==> config.mk <==
export PLATFORM = sky130hd
export DESIGN_NAME = tmr_pair
export DESIGN_NICKNAME = d
export VERILOG_FILES = /design/src/rtl/tmr_pkg.sv /design/src/rtl/tmr_ctrl.sv /design/src/rtl/tmr_datapath.sv /design/src/rtl/tmr_pair.sv
export SDC_FILE = /design/constraint.sdc
export NUM_CORES = 1
export LEC_CHECK = 0
export BUFFER_PORTS_ARGS = -buffer_cell sky130_fd_sc_hd__buf_2
export CORE_UTILIZATION = 61
export CTS_BUF_LIST = sky130_fd_sc_hd__clkbuf_8
export CTS_CLUSTER_DIAMETER = 200
export CTS_CLUSTER_SIZE = 8
export DETAILED_ROUTE_END_ITERATION = 16
export HOLD_SLACK_MARGIN = 0.03
export MAX_ROUTING_LAYER = met4
export PLACE_DENSITY = 0.8
export RECOVER_POWER = 25
export REMOVE_ABC_BUFFERS = 1
export SYNTH_ARGS = -nofsm -noshare
export SYNTH_HDL_FRONTEND = slang
export SYNTH_SLANG_ARGS = --single-unit
==> constraint.sdc <==
create_clock -name clk -period 2.9 [get_ports clk]
set_input_delay 0.29 -clock clk [delete_from_list [all_inputs] [get_ports clk]]
set_output_delay 0.29 -clock clk [all_outputs]
set_load 0.05 [all_outputs]
==> src/rtl/tmr_pkg.sv <==
package tmr_pkg;
  localparam int NT = 2;
  localparam int AW = 3;
  localparam int RUN_B = 0;
  localparam int CLR_B = 1;
  localparam int PS_LO = 2;
  localparam int IE_B  = 4;
  localparam int CAS_B = 5;
  localparam logic [AW-1:0] PEND_A = AW'(6);

  typedef struct packed {
    logic [NT-1:0]      run;
    logic [NT-1:0]      clr;
    logic [NT-1:0][1:0] psel;
    logic               cascade;
  } tmrStrobe_t;
endpackage

==> src/rtl/tmr_ctrl.sv <==
module tmr_ctrl
  import tmr_pkg::*;
#(
  parameter int CNT_W = 8
) (
  input  logic                       clk,
  input  logic                       rst,
  input  logic                       wrEn,
  input  logic [AW-1:0]              addr,
  input  logic [CNT_W-1:0]           wrData,
  output logic [CNT_W-1:0]           rdData,
  input  logic [NT-1:0]              matchEv,
  input  logic [NT-1:0][CNT_W-1:0]   count,
  output tmrStrobe_t                 strb,
  output logic [NT-1:0][CNT_W-1:0]   bufPeriod,
  output logic [NT-1:0]              pend,
  output logic [NT-1:0]              irq
);
  logic [NT-1:0]      runQ, ieQ, clrQ;
  logic [NT-1:0][1:0] pselQ;
  logic               casQ;
  logic [NT-1:0][CNT_W-1:0] ctrlView;

  genvar i;
  generate
    for (i = 0; i < NT; i++) begin : g_tmr
      localparam logic [AW-1:0] CTRL_A = AW'(3 * i);
      localparam logic [AW-1:0] PER_A  = AW'(3 * i + 1);
      logic ctrlWr, perWr;
      assign ctrlWr = wrEn && (addr == CTRL_A);
      assign perWr  = wrEn && (addr == PER_A);

      always_ff @(posedge clk) begin
        if (rst) begin
          runQ[i]      <= 1'b0;
          ieQ[i]       <= 1'b0;
          pselQ[i]     <= 2'b00;
          clrQ[i]      <= 1'b0;
          bufPeriod[i] <= '0;
          pend[i]      <= 1'b0;
        end else begin
          clrQ[i] <= ctrlWr && wrData[CLR_B];
          if (ctrlWr) begin
            runQ[i]  <= wrData[RUN_B];
            ieQ[i]   <= wrData[IE_B];
            pselQ[i] <= wrData[PS_LO+1:PS_LO];
          end
          if (perWr) bufPeriod[i] <= wrData;
          if (matchEv[i]) pend[i] <= 1'b1;
          else if (wrEn && addr == PEND_A && !wrData[i]) pend[i] <= 1'b0;
        end
      end

      always_comb begin
        ctrlView[i] = '0;
        ctrlView[i][RUN_B] = runQ[i];
        ctrlView[i][PS_LO+1:PS_LO] = pselQ[i];
        ctrlView[i][IE_B] = ieQ[i];
        if (i == 0) ctrlView[i][CAS_B] = casQ;
      end
    end
  endgenerate

  always_ff @(posedge clk) begin
    if (rst) casQ <= 1'b0;
    else if (wrEn && addr == '0) casQ <= wrData[CAS_B];
  end

  assign strb.run     = runQ;
  assign strb.clr     = clrQ;
  assign strb.psel    = pselQ;
  assign strb.cascade = casQ;
  assign irq          = pend & ieQ;

  always_comb begin
    case (addr)
      AW'(0):  rdData = ctrlView[0];
      AW'(1):  rdData = bufPeriod[0];
      AW'(2):  rdData = count[0];
      AW'(3):  rdData = ctrlView[1];
      AW'(4):  rdData = bufPeriod[1];
      AW'(5):  rdData = count[1];
      PEND_A:  rdData = CNT_W'(pend);
      default: rdData = '0;
    endcase
  end
endmodule

==> src/rtl/tmr_datapath.sv <==
module tmr_datapath
  import tmr_pkg::*;
#(
  parameter int CNT_W = 8,
  parameter int PS_W  = 8
) (
  input  logic                     clk,
  input  logic                     rst,
  input  tmrStrobe_t               strb,
  input  logic [NT-1:0][CNT_W-1:0] bufPeriod,
  output logic [NT-1:0][CNT_W-1:0] count,
  output logic [NT-1:0]            matchEv,
  output logic [NT-1:0]            matchOut
);
  localparam logic [PS_W-1:0] LIM_A = '1;
  localparam logic [PS_W-1:0] LIM_B = PS_W'((1 << (PS_W - 2)) - 1);
  localparam logic [PS_W-1:0] LIM_C = PS_W'((1 << (PS_W - 4)) - 1);
  localparam logic [PS_W-1:0] LIM_D = '0;

  logic [NT-1:0]            tick;
  logic [NT-1:0][CNT_W-1:0] cmp;
  logic                     hit0, hit1, cas;

  genvar i;
  generate
    for (i = 0; i < NT; i++) begin : g_ps
      logic [PS_W-1:0] psCnt, lim;
      always_comb begin
        case (strb.psel[i])
          2'd0:    lim = LIM_A;
          2'd1:    lim = LIM_B;
          2'd2:    lim = LIM_C;
          default: lim = LIM_D;
        endcase
      end
      assign tick[i] = strb.run[i] && (psCnt == lim);
      always_ff @(posedge clk) begin
        if (rst || !strb.run[i] || strb.clr[i] || psCnt == lim) psCnt <= '0;
        else psCnt <= psCnt + 1'b1;
      end
    end
  endgenerate

  assign cas  = strb.cascade;
  assign hit0 = count[0] == cmp[0];
  assign hit1 = count[1] == cmp[1];
  assign matchEv[0] = tick[0] && hit0 && (!cas || hit1);
  assign matchEv[1] = !cas && tick[1] && hit1;

  always_ff @(posedge clk) begin
    if (rst) begin
      count    <= '0;
      cmp      <= '0;
      matchOut <= '0;
    end else begin
      if (strb.clr[0]) count[0] <= '0;
      else if (tick[0]) count[0] <= matchEv[0] ? '0 : count[0] + 1'b1;

      if (cas) begin
        if (strb.clr[0]) count[1] <= '0;
        else if (tick[0]) begin
          if (matchEv[0]) count[1] <= '0;
          else if (&count[0]) count[1] <= count[1] + 1'b1;
        end
      end else begin
        if (strb.clr[1]) count[1] <= '0;
        else if (tick[1]) count[1] <= matchEv[1] ? '0 : count[1] + 1'b1;
      end

      if (!strb.run[0] || matchEv[0]) cmp[0] <= bufPeriod[0];
      if (cas ? (!strb.run[0] || matchEv[0]) : (!strb.run[1] || matchEv[1]))
        cmp[1] <= bufPeriod[1];

      matchOut <= matchOut ^ matchEv;
    end
  end
endmodule

==> src/rtl/tmr_pair.sv <==
module tmr_pair
  import tmr_pkg::*;
#(
  parameter int CNT_W = 8,
  parameter int PS_W  = 8
) (
  input  logic             clk,
  input  logic             rst,
  input  logic             wrEn,
  input  logic [2:0]       addr,
  input  logic [CNT_W-1:0] wrData,
  output logic [CNT_W-1:0] rdData,
  output logic [1:0]       irq,
  output logic [1:0]       matchOut
);
  tmrStrobe_t               strb;
  logic [NT-1:0][CNT_W-1:0] bufPeriod;
  logic [NT-1:0][CNT_W-1:0] count;
  logic [NT-1:0]            matchEv;
  logic [NT-1:0]            pend;

  tmr_ctrl #(.CNT_W(CNT_W)) u_ctrl (
    .clk(clk), .rst(rst), .wrEn(wrEn), .addr(addr), .wrData(wrData),
    .rdData(rdData), .matchEv(matchEv), .count(count), .strb(strb),
    .bufPeriod(bufPeriod), .pend(pend), .irq(irq)
  );

  tmr_datapath #(.CNT_W(CNT_W), .PS_W(PS_W)) u_dp (
    .clk(clk), .rst(rst), .strb(strb), .bufPeriod(bufPeriod),
    .count(count), .matchEv(matchEv), .matchOut(matchOut)
  );
endmodule

==> summary.txt, run 1 <==
Run status
  – Status: finished, final reports clean

Placed design
  – DP Wirelength: 6460 um
  – Placed Area: 0.00407 mm^2
  – Buffers on Ports: 25
  – Routability Congestion: 0.927

Synthesis
  – Yosys top cell area share: 40.6%
  – Mapped Area: 0.00389 mm^2
  – Top post-synthesis cells by count: dfxtp_1 (79), nor2_1 (78), mux2i_1 (48)
  – Synth cell types: 55
  – Avg Inst Size Synth: 9.11 um^2
  – Number of synthesized flops with an enable pin: 0
  – Synth warnings: 0
  – Leading area contributor after synthesis: dfxtp_1
  – Cells after synthesis: 427
  – Synth Flop Type: dfxtp_1
  – Count leader, synth: dfxtp_1
  – Sequential-to-total area share from yosys stat: 40.6%
  – FFs w/ async S/R, synth: 0%
  – Yosys reg bits: 79
  – Area contributors post-synth: dfxtp_1 (41%), mux2i_1 (12%), nor2_1 (7.5%)

Power
  – Sw Ratio: 25.7%
  – Power per cell area: 500 mW/mm^2
  – Combinational share of power: 7.7%
  – Sw power: 0.000549 W
  – P_int: 0.00158 W
  – Reg power frac: 52.6%
  – Lkg Pwr: 1.78 nW
  – Clock power frac: 39.7%
  – VDD IR max: 0.000436 V

CTS
  – H-tree depth: 3
  – Clock tree buffer depth: 2
  – CTS tree: yes
  – Hold_buf cts: 0
  – Post CTS Setup Buffer Count: 0
  – Clock Pin Slew Worst Setup and Hold Paths: 0.09 ns
  – Worst skew pair latency: 0.36 ns
  – Clock buffers created by TritonCTS: 9
  – Clk sinks: 79
  – Root buf cell: clkbuf_8

Worst setup path
  – Worst R2R Start: u_dp.g_ps[0].psCnt[6]
  – Critical path type: flip-flop to flip-flop
  – Worst r2r dst: u_dp.cmp[0]
  – Critical Path RT: 3.15 ns
  – Crit path launch type: flip-flop
  – Capturing element type of the critical path: flip-flop
  – Worst-path fanout max: 8
  – Flop2flop setup slack: 0.30 ns
  – R2R depth: 7
  – Critical Path AT: 2.85 ns

Worst hold path
  – Worst hold stages: 3
  – Hold WC Path Type: input pin to flip-flop
  – Min-Delay Endpoint: u_ctrl.bufPeriod[15]
  – Hold Path Origin: wrData[7]

Global route
  – Vias in the first global route: 3029
  – Total grt overflow: 0
  – Initial antenna violation count: 0
  – GRT Overall Usage: 29.7%
  – Global-route wire length before repair: 14400 um
  – Largest net degree at the start of global routing: 30

Floorplan
  – # IOs: 26
  – Core Region: 0.00603 mm^2
  – Die ar.: 0.00670 mm^2
  – Die height: 81.9 um
  – DIE WIDTH: 81.9 um
  – Row count: 28
  – Initial Util: 64.6%

Timing
  – RSZ-0062 raised after global routing: no
  – Peak Freq: 384 MHz
  – Worst-case clock skew: 0.0109 ns
  – Worst Max-Slew Pin Slew: 0.897 ns
  – Post-Route Setup TNS: 0 ns
  – Max-slew violations: 0
  – Period utilization: 89.7%
  – Hold Fails Final Rpt: 0
  – Setup violators final: 0
  – Max transition margin: 40.2%
  – Min Tclk post-route: 2.60 ns

Drt
  – Detailed Route Iter0 Violations: 269
  – DR WL/cell: 16.5 um
  – Routed Wire Length: 8730 um
  – DRC Markers: 0
  – Final antenna-violating net count: 0
  – Via count: 3133
  – Via/cell ratio: 5.92
  – Drt pass-1 iters: 4

Final layout
  – Synth-to-layout area growth: 9.65%
  – Layout cell share with drive strength beyond 1: 13.4%
  – Filler instances: 491
  – Antenna cells: 0
  – Nets@finish: 467
  – Final instance area: 0.00427 mm^2

Job
  – Max cap viols: 0
worst max-delay path: stages (launching register included):
cell      delay, ns
dfxtp_1        0.37
or3b_1         0.40
a211oi_2       0.30
o211ai_1       0.31
a211oi_2       0.43
nand2b_2       0.37
mux2i_1        0.24
nor2_1         0.06
state kept, by name, summed over array words and instances (netlist names):
| register | cells |
|---|---|
| u_ctrl.bufPeriod | 16 |
| u_dp.cmp | 16 |
| u_dp.count | 16 |
| u_dp.g_ps.psCnt | 16 |
| u_ctrl.strb | 8 |
| u_ctrl.ctrlView | 2 |
| u_ctrl.pend | 2 |
| u_dp.matchOut | 2 |
| u_ctrl.casQ | 1 |
layout make-up:
cell class              count  area [um^2]  area share [%]
clock inverters             6         70.1            1.64
multi-input cells         320         2200            51.5
repair buffers             31          158            3.70
well taps                  75         93.8            2.20
flip-flops and latches     79         1580            37.1
inverters                   8         30.0           0.704
clock buffers              10          138            3.23
per-stage QoR:
step / hold WS (ns) / std cells / util, % / total power, W / setup slack (ns)
6_report: 0.208 / 529 / 70.8 / 0.00213 / 0.297
5_1_grt: 0.218 / 529 / 70.8 / 0.00220 / 0.0882
4_1_cts: 0.198 / 529 / 71.0 / 0.00215 / 0.154
3_5_place_dp: 0.462 / 513 / 67.5 / 0.00131 / 0.209
3_3_place_gp: 0.452 / 513 / 67.5 / 0.00130 / 0.265
2_1_floorplan: 0.359 / 407 / - / 0.00124 / 0.662
routing by layer:
metal  track usage, %  wire length [um]  up-vias
met4             14.4               229        0
met1             37.7              4080     1475
met3             3.78               437       18
met5                -                 0        -
li1                 -                 -     1548
met2             46.5              3980       92
timing repair:
item                                    in CTS  in global routing
hold endpoints to repair                     0                  0
resized for setup                            0                  1
endpoints found under the setup margin       0                  8
power groups by stage:
| stage | clock, W | sequential (W) | combinational [W] |
|---|---|---|---|
| 2_1_floorplan | 0 | 0.00114 | 0.0000989 |
| 3_3_place_gp | 0 | 0.00115 | 0.000158 |
| 3_5_place_dp | 0 | 0.00115 | 0.000162 |
| 4_1_cts | 0.000861 | 0.00112 | 0.000163 |
| 5_1_grt | 0.000893 | 0.00113 | 0.000177 |
| 6_report | 0.000847 | 0.00112 | 0.000164 |
worst max-delay path by stage:
stage | from | end | slack [ns] | cells past startpoint
global route | u_ctrl.strb[1] | u_dp.cmp[6] | 0.09 | 7
global placement | u_ctrl.strb[1] | u_dp.cmp[4] | 0.27 | 7
floorplan | u_dp.g_ps[0].psCnt[6] | u_dp.cmp[0] | 0.66 | 7
detailed placement | u_ctrl.strb[1] | u_dp.cmp[0] | 0.21 | 7
CTS | u_ctrl.strb[1] | u_dp.cmp[0] | 0.15 | 7
finish | u_dp.g_ps[0].psCnt[6] | u_dp.cmp[0] | 0.30 | 7
kinds of logic after synthesis:
| logic type | count (synthesis) | synth area share, % |
|---|---|---|
| xor gates and xnor gates | 35 | 7.88 |
| DFF | 79 | 40.6 |
| and+or+nand+nor | 173 | 21.8 |
| buffers and inverters | 28 | 2.99 |
| adders and majority gates | 4 | 1.29 |
| AOI/OAI and AO/OA | 54 | 11.0 |
| muxes | 54 | 14.4 |
cells in the final DEF, fill, tap and decap left out, types with 3 or more instances in the layout:
cell and n:
a21oi_1 6, a22oi_1 6, a31oi_1 4, a32oi_1 4, and2_1 4, and3_1 5
buf_2 21, buf_4 4, clkbuf_1 6, clkbuf_8 10, clkinvlp_4 3, dfxtp_1 79
ha_1 4, inv_1 8, mux2_2 5, mux2i_1 48, nand2_1 24, nand3_1 13
nand3b_1 4, nand4_1 3, nor2_1 78, nor2b_1 7, nor3_1 4, nor3b_1 7
nor4_1 8, o21ai_0 13, xnor2_1 7, xor2_1 28
Note: power is estimated with default switching activity, not from simulation.
==> inputs of run 2 (changes only) <==
Settings changed: CELL_PAD_IN_SITES_DETAIL_PLACEMENT from default to 0, CELL_PAD_IN_SITES_GLOBAL_PLACEMENT from default to 1, CORE_UTILIZATION 61 to 48, PLACE_DENSITY 0.8 to default, PLACE_DENSITY_LB_ADDON from default to 0.1.
==> summary.txt, run 2 (synthesis gave the netlist of run 1 again) <==
Drt
  – DR WL/cell: 16.2 um (-1.8%)
  – Drt pass-1 iters: 4 (unchanged)
  – Via/cell ratio: 5.56 (-6.1%)
  – Final antenna-violating net count: 0 (unchanged)
  – DRC Markers: 0 (unchanged)
  – Via count: 3104 (-0.93%)
  – Routed Wire Length: 9040 um (+3.5%)
  – Detailed Route Iter0 Violations: 138 (-49%)

Final layout
  – Filler instances: 751 (+53%)
  – Layout cell share with drive strength beyond 1: 13.6% (+0.16 points)
  – Nets@finish: 470 (+0.64%)
  – Commonest non-fill, non-tap cells in the layout: dfxtp_1 (79), nor2_1 (78), mux2i_1 (48)
  – Final Core Density: 55.5% (-15 points)
  – Non-filler cells, final: 558 (+5.5%)
  – Synth-to-layout area growth: 10.8%
  – Commonest non-fill, non-tap cell in the layout: dfxtp_1
  – Antenna cells: 0 (unchanged)

Timing
  – Worst-case clock skew: 0.00888 ns (-0.00205 ns)
  – Hold Fails Final Rpt: 0 (unchanged)
  – RSZ-0062 raised after global routing: no
  – Max transition margin: 43.8% (+3.6 points)
  – Setup violators final: 0 (unchanged)
  – Post-Route Setup TNS: 0 ns (unchanged)
  – Worst Max-Slew Pin Slew: 0.843 ns (-0.0539 ns)
  – Final hold slack: 0.216 ns (+0.00855 ns)
  – Setup ws final: 0.289 ns (-0.00840 ns)
  – Peak Freq: 383 MHz (-0.32%)
  – Max-slew violations: 0 (unchanged)
  – Period utilization: 90.0% (+0.29 points)
  – Min Tclk post-route: 2.61 ns (+0.00840 ns)

Worst setup path
  – Capturing element type of the critical path: flip-flop
  – Crit path launch type: flip-flop
  – CP dominant cell by count: a211oi_2
  – Slowest stage cell, crit path: a211oi_2
  – R2R depth: 7 (unchanged)
  – Critical path type: flip-flop to flip-flop
  – Worst-path fanout max: 8 (unchanged)
  – Critical Path RT: 3.13 ns (-0.02 ns)
  – Critical Path AT: 2.84 ns (about the same)
  – Crit-path cells: or3b_1 > a211oi_2 > o211ai_1 > a211oi_2 > nand2b_2 > mux2i_1 > nor2_1
  – Max incr delay on CP: 0.46 ns (+0.03 ns)

Floorplan
  – Die height: 92.0 um (+12%)
  – DIE WIDTH: 92.0 um (+12%)
  – Row count: 32 (+14%)
  – Initial Util: 50.1% (-14 points)
  – # IOs: 26 (unchanged)
  – Core Region: 0.00777 mm^2 (+29%)
  – Die ar.: 0.00847 mm^2 (+26%)

CTS
  – Worst skew pair latency: 0.35 ns (about the same)
  – Clk sinks: 79 (unchanged)
  – Clock Pin Slew Worst Setup and Hold Paths: 0.08 ns (about the same)
  – CTS tree: yes
  – Clock buffers created by TritonCTS: 9 (unchanged)
  – Clock tree buffer depth: 2 (unchanged)
  – Post-CTS Resized: 0 (unchanged)
  – Hold_buf cts: 0 (unchanged)
  – Root buf cell: clkbuf_8
  – Post CTS Setup Buffer Count: 0 (unchanged)
  – H-tree depth: 3 (unchanged)

Power
  – VDD IR max: 0.000268 V (-39%)
  – Lkg Pwr: 1.80 nW (+1.4%)
  – Power per cell area: 489 mW/mm^2 (-2.1%)

Placed design
  – Setup WS pre-CTS: 0.187 ns (-0.0227 ns)
  – Buffers on Ports: 25 (unchanged)
  – DP Wirelength: 6700 um (+3.7%)
  – Inst Count DP: 543 (+5.8%)
  – Routability Congestion: 0.790 (-15%)

Global route
  – Total grt overflow: 0 (unchanged)
  – GRT Overall Usage: 23.5% (-6.1 points)
  – Largest net degree at the start of global routing: 30 (unchanged)
  – Vias in the first global route: 2934 (-3.1%)
  – Global-route wire length before repair: 15000 um (+4.3%)
  – Initial antenna violation count: 0 (unchanged)

Worst hold path
  – Hold WC Path Type: input pin to flip-flop
  – Worst hold stages: 3 (unchanged)

Run status
  – Status: finished, final reports clean

Job
  – Max cap viols: 0 (unchanged)
## run 2: cell types whose count changed in the layout (fill, tap and decap cells not counted), sizes merged
cell / before / now
buf: 25 / 28
clkbuf: 16 / 17
clkinv: 2 / 1
clkinvlp: 3 / 1
inv: 8 / 9
## run 2: final cells by class
type	count	area [um^2]	area share [%]
clock inverter	4	46.3	1.07
tap	102	128	2.96
sequential	79	1580	36.7
inverter	8	30.0	0.696
timing repair buffer	34	180	4.18
clock buffer	11	151	3.51
multi-input combinational	320	2200	50.9
## run 2: routing by layer
metal	track usage (%)	vias to the layer above	share of wire, %
met5	-	-	0
met4	10.3	0	2.5
met3	3.57	17	3.9
met2	34.8	68	43
met1	31.8	1462	51
li1	-	1557	-
## run 2: metrics by stage
stage / power, W / area, um^2
6_report: 0.00211 / 4310
3_3_place_gp: 0.00131 / 4130
5_1_grt: 0.00220 / 4310
4_1_cts: 0.00213 / 4320
2_1_floorplan: 0.00124 / 3800
3_5_place_dp: 0.00131 / 4130
## run 2: final timing paths
check | start | endpoint | slack (ns)
worst min register to register | u_dp.g_ps[1].psCnt[0] | u_dp.g_ps[1].psCnt[0] | 0.48
worst max-delay path | u_dp.g_ps[0].psCnt[6] | u_dp.cmp[1] | 0.29
worst max register to register | u_dp.g_ps[0].psCnt[6] | u_dp.cmp[1] | 0.29
worst min-delay path | wrData[7] | u_ctrl.bufPeriod[7] | 0.22
## run 2: report_power, final
group,internal (W),switching (W),total [W]
Sequential,0.00110,0.0000213,0.00112
Combinational,0.0000591,0.000104,0.000163
Clock,0.000436,0.000390,0.000826
Total,0.00160,0.000515,0.00211
## run 2: critical path, delay by kind of cell, from the launching register on
kind | cells | cell delay [ns]
simple gates | 3 | 0.84
flops | 1 | 0.36
mux | 1 | 0.23
compound gates | 3 | 1.08
==> inputs of run 3 (changes only) <==
Settings changed: BUFFER_PORTS_ARGS -buffer_cell sky130_fd_sc_hd__buf_2 to default, CORE_UTILIZATION 48 to 51, DONT_BUFFER_PORTS from default to 1, RECOVER_POWER 25 to default.
==> summary.txt, run 3 (synthesis gave the netlist of run 1 again) <==
Run status
  – Status: finished, final reports clean

Placed design
  – Routability Congestion: 0.840 (+6.2%)
  – Placed Area: 0.00401 mm^2 (-2.8%)
  – DP Wirelength: 6370 um (-5.0%)
  – Inst Count DP: 517 (-4.8%)
  – Buffers on Ports: 0 (-100%)

Global route
  – Largest net degree at the start of global routing: 50 (+67%)
  – Vias in the first global route: 2792 (-4.8%)
  – Global-route wire length before repair: 14300 um (-4.6%)
  – GRT Overall Usage: 24.9% (+1.4 points)
  – Initial antenna violation count: 0 (unchanged)
  – Total grt overflow: 0 (unchanged)

Final layout
  – Layout cell share with drive strength beyond 1: 10.8% (-2.8 points)
  – Commonest non-fill, non-tap cells in the layout: dfxtp_1 (79), nor2_1 (78), mux2i_1 (48)
  – Nets@finish: 449 (-4.5%)
  – Antenna cells: 0 (unchanged)
  – Non-filler cells, final: 535 (-4.1%)
  – Synth-to-layout area growth: 9.00%
  – Final instance area: 0.00424 mm^2 (-1.7%)
  – Filler instances: 678 (-9.7%)
  – Commonest non-fill, non-tap cell in the layout: dfxtp_1

Drt
  – Routed Wire Length: 8870 um (-1.8%)
  – Final antenna-violating net count: 0 (unchanged)
  – Via/cell ratio: 5.51 (-0.91%)
  – Detailed Route Iter0 Violations: 172 (+25%)
  – DR WL/cell: 16.6 um (+2.4%)
  – Drt pass-1 iters: 4 (unchanged)
  – DRC Markers: 0 (unchanged)
  – Via count: 2949 (-5.0%)

Worst setup path
  – Crit path launch type: flip-flop
  – R2R depth: 7 (unchanged)
  – Worst-path fanout max: 8 (unchanged)
  – Critical path type: flip-flop to flip-flop
  – Flop2flop setup slack: 0.27 ns (-0.02 ns)
  – Buffers & Inverters on Critical Path: 0 (unchanged)
  – CP top delay family: compound AO/OA/AOI/OAI gates
  – Slowest stage cell, crit path: a211oi_2
  – Capturing element type of the critical path: flip-flop
  – CP dominant cell by count: a211oi_2
  – Critical Path RT: 3.13 ns (about the same)
  – Max incr delay on CP: 0.47 ns (about the same)
  – Critical Path AT: 2.86 ns (+0.02 ns)
  – Crit-path cells: or3b_1 > a211oi_2 > o211ai_1 > a211oi_2 > nand2b_2 > mux2i_1 > nor2_1
  – CP Depth: 7 (unchanged)

CTS
  – Clk sinks: 79 (unchanged)
  – Clock tree buffer depth: 2 (unchanged)
  – CTS tree: yes
  – Worst skew pair latency: 0.35 ns (about the same)
  – Root buf cell: clkbuf_8
  – Clock Pin Slew Worst Setup and Hold Paths: 0.08 ns (about the same)
  – H-tree depth: 3 (unchanged)
  – Clock buffers created by TritonCTS: 9 (unchanged)

Floorplan
  – Die ar.: 0.00798 mm^2 (-5.7%)
  – Core Region: 0.00733 mm^2 (-5.6%)
  – Initial Util: 53.1% (+3.0 points)
  – # IOs: 26 (unchanged)
  – Row count: 31 (-3.1%)
  – Die height: 89.4 um (-2.9%)
  – DIE WIDTH: 89.4 um (-2.9%)

Timing
  – Setup violators final: 0 (unchanged)
  – Max-slew violations: 0 (unchanged)
  – Max transition margin: 35.1% (-8.7 points)
  – Period utilization: 90.7% (+0.68 points)
  – Min Tclk post-route: 2.63 ns (+0.0197 ns)
  – RSZ-0062 raised after global routing: no
  – Worst-case clock skew: 0.00724 ns (-0.00163 ns)
  – Worst Max-Slew Pin Slew: 0.967 ns (+0.123 ns)
  – Peak Freq: 380 MHz (-0.75%)
  – Hold Fails Final Rpt: 0 (unchanged)
  – Post-Route Setup TNS: 0 ns (unchanged)

Power
  – Power per cell area: 490 mW/mm^2 (+0.14%)
  – Lkg Pwr: 1.74 nW (-3.6%)
  – VDD IR max: 0.000295 V (+9.9%)

Worst hold path
  – Hold WC Path Type: input pin to flip-flop
  – Worst hold stages: 2 (-1)

Job
  – Max cap viols: 0 (unchanged)
==> run 3: repair_timing <==
action / 4_1_cts / 5_1_grt
endpoints found under the hold margin: 49 / 1
hold buffers: 1 / 1
resized for setup: 0 / 1
setup buffers: 0 / 0
setup endpoints to repair: 0 / 8
==> run 3: per-stage QoR <==
step	utilization [%]	hold slack, ns	worst slack [ns]	total power (W)
floorplan	-	0.359	0.662	0.00124
global placement	54.7	0.368	0.139	0.00126
detailed placement	54.7	0.368	0.127	0.00127
CTS	57.7	0.0349	0.0825	0.00210
global route	57.9	0.0659	0.0699	0.00217
finish	57.9	0.0874	0.269	0.00208
==> run 3: metal layers <==
metal	routed length, um	share of wire [%]	GRT usage, %
met1	4360	49	32.8
met3	434	4.9	6.19
met2	4020	45	39.1
met4	58	0.65	4.76
met5	0	0	-
==> run 3: cell type report <==
cell class / instances / area, um^2 / area share (%)
Tap cell: 99 / 124 / 2.92
Timing Repair Buffer: 13 / 113 / 2.65
Sequential cell: 79 / 1580 / 37.3
Multi-Input combinational cell: 320 / 2200 / 51.8
Clock inverter: 6 / 60.1 / 1.42
Inverter: 8 / 30.0 / 0.708
Clock buffer: 10 / 138 / 3.24
==> run 3: path summary, 6_finish.rpt <==
path	end	start
worst min-delay path	u_ctrl.bufPeriod[7]	wrData[7]
worst max register to register	u_dp.cmp[1]	u_ctrl.strb[1]
worst max-delay path	u_dp.cmp[1]	u_ctrl.strb[1]
worst min register to register	u_dp.g_ps[1].psCnt[0]	u_dp.g_ps[1].psCnt[0]
==> run 3: where the power goes <==
| part | internal (W) | switching (W) | leakage, nW |
|---|---|---|---|
| combinational | 0.0000552 | 0.0000791 | 0.997 |
| sequential | 0.00110 | 0.0000219 | 0.638 |
| clock | 0.000418 | 0.000403 | 0.104 |
| total | 0.00157 | 0.000504 | 1.74 |
